$ cat src/rtl/wake_pwr_pkg.sv
package wake_pwr_pkg;
  localparam int unsigned NUM_PADS = 4;
  localparam int unsigned SRC_W    = NUM_PADS + 2;
  localparam int unsigned ALM_BIT  = NUM_PADS;
  localparam int unsigned SW_BIT   = NUM_PADS + 1;

  typedef enum logic [1:0] {
    P2_DUAL_A = 2'd0,
    P2_DUAL_B = 2'd1,
    P2_LOW    = 2'd2,
    P2_HIGH   = 2'd3
  } pad2_mode_e;

  // keep lowest set bit only
  function automatic logic [SRC_W-1:0] low_bit(input logic [SRC_W-1:0] v);
    return v & (~v + 1'b1);
  endfunction
endpackage

$ cat src/rtl/wake_sync.sv
module wake_sync #(
  parameter int unsigned W      = 4,
  parameter int unsigned STAGES = 2
) (
  input  logic         clk,
  input  logic         rst_n,
  input  logic [W-1:0] d_i,
  output logic [W-1:0] q_o
);
  logic [STAGES-1:0][W-1:0] stg_q;
  logic [STAGES-1:0][W-1:0] stg_d;

  always_comb begin
    stg_d = {stg_q[STAGES-2:0], d_i};
  end

  always_ff @(posedge clk or negedge rst_n) begin
    if (!rst_n) stg_q <= '0;
    else        stg_q <= stg_d;
  end

  assign q_o = stg_q[STAGES-1];
endmodule

$ cat src/rtl/wake_edge.sv
module wake_edge #(
  parameter int unsigned W = 4
) (
  input  logic         clk,
  input  logic         rst_n,
  input  logic [W-1:0] lvl_i,
  input  logic [W-1:0] fall_i,
  output logic [W-1:0] ev_o
);
  logic [W-1:0] prev_q;

  always_ff @(posedge clk or negedge rst_n) begin
    if (!rst_n) prev_q <= '0;
    else        prev_q <= lvl_i;
  end

  for (genvar i = 0; i < W; i++) begin : g_edge
    assign ev_o[i] = fall_i[i] ? (prev_q[i] & ~lvl_i[i])
                               : (~prev_q[i] & lvl_i[i]);
  end
endmodule

$ cat src/rtl/wake_pwr_fsm.sv
module wake_pwr_fsm
  import wake_pwr_pkg::*;
(
  input  logic                clk,
  input  logic                rst_n,
  input  logic [NUM_PADS-1:0] pad_ev_i,
  input  logic                alarm_i,
  input  logic                sw_i,
  input  logic [2:0]          m1_i,
  input  logic [2:0]          m2_i,
  input  logic                rec_en_i,
  input  logic                pd_i,
  output logic                en1_o,
  output logic                en2_o,
  output logic [SRC_W-1:0]    reason_o,
  output logic [NUM_PADS-1:0] pend_o
);
  logic                en1_q, en1_d, en2_q, en2_d;
  logic [SRC_W-1:0]    rsn_q, rsn_d;
  logic [NUM_PADS-1:0] pend_q, pend_d, redo_q, redo_d;
  logic                hit1, pad_any, was_off;
  logic [SRC_W-1:0]    qual, qual_pick, pad_pick;

  always_comb begin
    pad_any   = |pad_ev_i;
    hit1      = (m1_i[0] & pad_any) | (m1_i[1] & alarm_i) | (m1_i[2] & sw_i);
    qual      = {sw_i & (m1_i[2] | m2_i[2]),
                 alarm_i & (m1_i[1] | m2_i[1]),
                 pad_ev_i & {NUM_PADS{m1_i[0]}}};
    qual_pick = low_bit(qual);
    pad_pick  = low_bit({2'b00, pad_ev_i});
    was_off   = ~en1_q & ~en2_q;

    en1_d  = en1_q;
    en2_d  = en2_q;
    rsn_d  = rsn_q;
    pend_d = pend_q;
    redo_d = '0;

    if (pd_i) begin
      en1_d  = 1'b0;
      en2_d  = 1'b0;
      pend_d = '0;
      redo_d = pend_q;
    end else if (|redo_q) begin
      en1_d = 1'b1;
      en2_d = en2_q | m2_i[0];
      rsn_d = {2'b00, redo_q};
    end else begin
      en1_d = en1_q | hit1;
      en2_d = en2_q | (m2_i[0] & en1_d) | (m2_i[1] & alarm_i) | (m2_i[2] & sw_i);
      if (was_off && (en1_d || en2_d)) rsn_d = qual_pick;
      if (rec_en_i && en1_q && m1_i[0] && pad_any && (pend_q == '0))
        pend_d = pad_pick[NUM_PADS-1:0];
    end
  end

  always_ff @(posedge clk or negedge rst_n) begin
    if (!rst_n) begin
      en1_q  <= 1'b0;
      en2_q  <= 1'b0;
      rsn_q  <= '0;
      pend_q <= '0;
      redo_q <= '0;
    end else begin
      en1_q  <= en1_d;
      en2_q  <= en2_d;
      rsn_q  <= rsn_d;
      pend_q <= pend_d;
      redo_q <= redo_d;
    end
  end

  assign en1_o    = en1_q;
  assign en2_o    = en2_q;
  assign reason_o = rsn_q;
  assign pend_o   = pend_q;
endmodule

$ cat src/rtl/wake_pwr_ctrl.sv
module wake_pwr_ctrl
  import wake_pwr_pkg::*;
#(
  parameter int unsigned SYNC_STAGES = 2
) (
  input  logic             clk,
  input  logic             rst_n,
  input  logic [3:0]       pad_i,
  input  logic [1:0]       pad2_mode_i,
  input  logic             pad3_pu_i,
  input  logic [2:0]       en1_mask_i,
  input  logic [2:0]       en2_mask_i,
  input  logic             alarm_i,
  input  logic             sw_wake_i,
  input  logic             rec_en_i,
  input  logic             pd_req_i,
  output logic             pwr_en1_o,
  output logic             pwr_en2_o,
  output logic [5:0]       reason_o,
  output logic [5:0]       evt_o
);
  logic [NUM_PADS-1:0] pad_s, fall_sel, pad_ev, pend_w;

  always_comb begin
    fall_sel    = '0;
    fall_sel[2] = (pad2_mode_e'(pad2_mode_i) == P2_LOW);
    fall_sel[3] = pad3_pu_i;
  end

  wake_sync #(.W(NUM_PADS), .STAGES(SYNC_STAGES)) sync_i (
    .clk(clk), .rst_n(rst_n), .d_i(pad_i), .q_o(pad_s)
  );

  wake_edge #(.W(NUM_PADS)) edge_i (
    .clk(clk), .rst_n(rst_n), .lvl_i(pad_s), .fall_i(fall_sel), .ev_o(pad_ev)
  );

  wake_pwr_fsm fsm_i (
    .clk(clk), .rst_n(rst_n), .pad_ev_i(pad_ev), .alarm_i(alarm_i),
    .sw_i(sw_wake_i), .m1_i(en1_mask_i), .m2_i(en2_mask_i),
    .rec_en_i(rec_en_i), .pd_i(pd_req_i), .en1_o(pwr_en1_o),
    .en2_o(pwr_en2_o), .reason_o(reason_o), .pend_o(pend_w)
  );

  assign evt_o = {sw_wake_i, alarm_i, pad_ev};
endmodule

$ cat config.mk
export PLATFORM = sky130hd
export DESIGN_NAME = wake_pwr_ctrl
export DESIGN_NICKNAME = d
export VERILOG_FILES = /design/src/rtl/wake_pwr_pkg.sv /design/src/rtl/wake_sync.sv /design/src/rtl/wake_edge.sv /design/src/rtl/wake_pwr_fsm.sv /design/src/rtl/wake_pwr_ctrl.sv
export SDC_FILE = /design/constraint.sdc
export NUM_CORES = 1
export LEC_CHECK = 0
export ABC_AREA = 1
export BUFFER_PORTS_ARGS = -buffer_cell sky130_fd_sc_hd__clkbuf_2
export CAP_MARGIN = 40
export CELL_PAD_IN_SITES_DETAIL_PLACEMENT = 0
export CELL_PAD_IN_SITES_GLOBAL_PLACEMENT = 1
export CORE_MARGIN = 2
export CORE_UTILIZATION = 25
export DETAILED_ROUTE_END_ITERATION = 8
export PLACE_DENSITY = 0.59
export SLEW_MARGIN = 25
export SYNTH_ARGS = -nofsm -noshare
export SYNTH_HDL_FRONTEND = slang
export SYNTH_SLANG_ARGS = --single-unit
$ cat constraint.sdc
create_clock -name clk -period 1.3 [get_ports clk]
set_input_delay 0.13 -clock clk [delete_from_list [all_inputs] [get_ports clk]]
set_output_delay 0.13 -clock clk [all_outputs]
set_load 0.01 [all_outputs]
==> Flow_metrics.wiki <==
{| class="wikitable"
! Metric !! Value
|-
| Overall Global Routing Usage || 0.103
|-
| DRC violation total after the first TritonRoute iteration || 51
|-
| Final core utilization || 0.347
|-
| Diodes inserted || 0
|-
| Half-perimeter wire length after detailed placement || approximately 2.2 mm
|-
| Commonest cells post-synth || nand2_1 (50), dfrtp_1 (28), inv_1 (26), nand3_1 (11)
|-
| Number of CTS-inserted buffers || 3
|-
| Cell Count, Final, Fillers Out || 272
|-
| Placement row count || 26
|-
| Most used DFF post-synth || dfrtp_1
|-
| Max Slew Vio Count || 0
|-
| Max clock buf depth || 2
|-
| IO Port Bufs || 32
|-
| Startpoint class of the critical path || flip-flop
|-
| Largest net degree at the start of global routing || 29
|-
| Number of antenna violations at the first check in global routing || 0
|-
| Total of endpoints with negative setup slack in the final report || 0
|-
| Largest fanout on the critical path || 3
|-
| Chip Height || about 76 µm
|-
| Number of instances in the synthesized netlist || ~150
|-
| Net count of the mapped netlist || 172
|-
| Leakage power || just under 1 nW
|-
| Clock period minus worst slack || 1.30 ns
|-
| First-pass GRT wire length || 4.89 mm
|-
| X dimension of the die || 76.0 µm
|-
| Synthesized area per cell || 8.47 µm²
|-
| Number of iterations in the first detailed-routing pass || 5
|-
| Part of the total power dissipated in the clock network || 0.338
|-
| Proportion of netlist area held by the largest area contributor || 0.541
|-
| Total of warnings raised by yosys || 0
|-
| Internal power || between 1.5 and 2 mW
|-
| Number of failing hold endpoints at the final stage || 0
|-
| Fin crit share || 0.998
|-
| Num Clock Sinks || 28
|-
| WL/cell || between 10 and 15 µm
|-
| Vias in the first global route || 1064
|-
| WP data arrival || 1.51 ns
|-
| Clock slew at the register clock pins of the worst setup and hold paths || 0.10 ns
|-
| Post-synthesis to final-layout area growth || 35.0%
|-
| Launch point of the worst hold path || en2_mask_i[0]
|-
| Kind of path behind the tightest hold check || input pin to flip-flop
|-
| Cell accounting for the most synthesized area || dfrtp_1
|-
| Worst R2R Start || fsm_i.pend_o[2]
|-
| Clock latency on the worst-skew pair || 0.27 ns
|-
| Total net switching power || 529 µW
|-
| Capturing element type of the critical path || flip-flop
|-
| Core Box Area || 5040 µm²
|-
| RSZ-0062 raised after global routing || yes
|-
| Wire length after detailed routing || 2.79 mm
|-
| Maximum level of the CTS H-tree || 1
|-
| Fraction of power consumed by combinational cells || 0.187
|-
| Power density over cell area || 1160 nW/µm²
|-
| Origin of the worst setup path || fsm_i.pend_o[2]
|-
| Post-synthesis instance area || 1300 µm²
|-
| Vias after detailed routing || roughly 1.1k
|-
| Number of nets still failing antenna checks after routing || 0
|-
| Post-layout net count || approximately 220
|-
| Number of max-capacitance violations reported || 0
|-
| Sequential share of the synthesized area || 0.541
|-
| Portion of total power attributed to sequential cells || 0.475
|-
| Dominant cell by count in the synthesized netlist || nand2_1
|-
| Grt total ovfl || 0
|-
| Filler instances || 527
|-
| Data required time at the worst endpoint || 1.51 ns
|-
| Yosys reg bits || 28
|-
| Worst slew margin || 0.765
|-
| Initial Util || 0.257
|-
| Weighted congestion reported at the end of routability-driven placement || 0.809
|-
| Hold Worst Slack || around 0.1 ns
|-
| Via-per-instance ratio || approximately 4.0
|-
| Number of flops mapped to enable cells by yosys || 0
|-
| Ports || 33
|-
| Peak Freq || 771 MHz
|-
| Slew of the pin with the lowest slew margin || between 0.3 and 0.4 ns
|-
| Main area contributors after synthesis || dfrtp_1 (54%), nand2_1 (14%), inv_1 (7.5%), nand3_1 (4.2%), nand4_4 (3.3%)
|-
| CTS tree || built
|-
| Run status || finished, final reports clean
|-
| Clock root buffer || clkbuf_8
|-
| Async S/R FF share, synth || 1.00
|-
| DR DRC count || 0
|-
| Net switching fraction of the power || 0.260
|-
| Inst Count DP || 260
|-
| Layout cells sized above 1 || 0.337
|-
| Peak VDD IR || 457 µV
|-
| Crit path kind || flip-flop to flip-flop
|-
| Synth cell types || 21
|-
| Area of the die || 5780 µm²
|-
| Clock Skews || between 0.003 and 0.004 ns
|}
==> power by group through the flow <==
stage               logic (mW)  clock network, mW  registers [mW]
global route             0.432              0.747           0.976
floorplan                0.181                  0           0.995
detailed placement       0.352                  0           0.985
finish                   0.380              0.686           0.965
CTS                      0.369              0.712           0.967
global placement         0.353                  0           0.984
==> cell usage in the layout (no fill, tap or decap) <==
cell,n
nand2_1,48
clkbuf_2,31
dfrtp_1,28
inv_1,23
nand3_1,11
buf_4,11
nand2_2,6
inv_2,5
nor2_1,5
o21ai_1,5
dlygate4sd3_1,5
o21ai_0,3
clkbuf_8,3
nand2_4,2
nand4_4,2
nor3_1,2
a21oi_1,2
nor2_2,1
nand3_2,1
inv_4,1
o31ai_1,1
or2_4,1
nand4_1,1
nor3_4,1
a21oi_2,1
bufinv_16,1
buf_6,1
==> kinds of logic after synthesis <==
| family | after synthesis | share of synthesized area |
|---|---|---|
| buf+inv | 32 | 0.0994 |
| compound gates | 12 | 0.0483 |
| simple gates | 81 | 0.312 |
| flops | 28 | 0.541 |
==> routing by layer <==
layer,track usage,share of wire
met5,0,0
met4,0.0291,0.014
met3,0.0201,0.034
met2,0.169,0.47
met1,0.140,0.48
==> final timing paths <==
| kind | to | slack, ns | cells past startpoint |
|---|---|---|---|
| min in group asynchronous | sync_i.q_o[1] | 0.39 | 3 |
| min | fsm_i.en2_o | 0.10 | 3 |
| max reg2reg | fsm_i.pend_o[0] | 0.003 | 5 |
| min reg2reg | sync_i.q_o[1] | 0.35 | 0 |
| max | fsm_i.pend_o[0] | 0.003 | 5 |
| max in group asynchronous | fsm_i.reason_o[5] | 0.65 | 3 |
==> registers in the layout, summed over array words and instances (netlist names) <==
name / cells
fsm_i.reason_o: 6
edge_i.prev_q: 4
fsm_i.pend_o: 4
fsm_i.redo_q: 4
sync_i.q_o: 4
sync_i.stg_d: 4
fsm_i.en1_o: 1
fsm_i.en2_o: 1
==> through the flow <==
stage	TNS [ns]	instance area (µm²)	total power [mW]	worst slack (ns)
2_1_floorplan	0	1300	1.18	0.145
3_3_place_gp	-0.00372	1580	1.34	-0.00372
3_5_place_dp	0	1580	1.34	0.00769
4_1_cts	-0.0210	1710	2.05	-0.00912
5_1_grt	-1.13	1750	2.15	-0.130
6_report	0	1750	2.03	0.00313
==> area by class of cell <==
class / instances / area [µm²] / area share
Timing Repair Buffer: 48 / 299 / 0.171
Inverter: 29 / 111 / 0.0636
Clock buffer: 3 / 41.3 / 0.0236
Tap cell: 70 / 87.6 / 0.0500
Multi-Input combinational cell: 93 / 480 / 0.274
Sequential cell: 28 / 701 / 0.400
Clock inverter: 1 / 30.0 / 0.0172
==> timing repair <==
action | 4_1_cts | 5_1_grt
setup endpoints to repair | 4 | 13
buffers inserted | 1 | 2
pin swaps | 0 | 4
hold buffers | 5 | 0
resized for setup | 1 | 11
hold endpoints to repair | 32 | 0
==> worst max-delay path, cell delays in order, from the launching register on <==
cell	delay, ns
dfrtp_1	0.41
or2_4	0.26
nor3_4	0.24
buf_4	0.14
nand3_1	0.06
a21oi_1	0.11
Note: power is estimated with default switching activity, not from simulation.
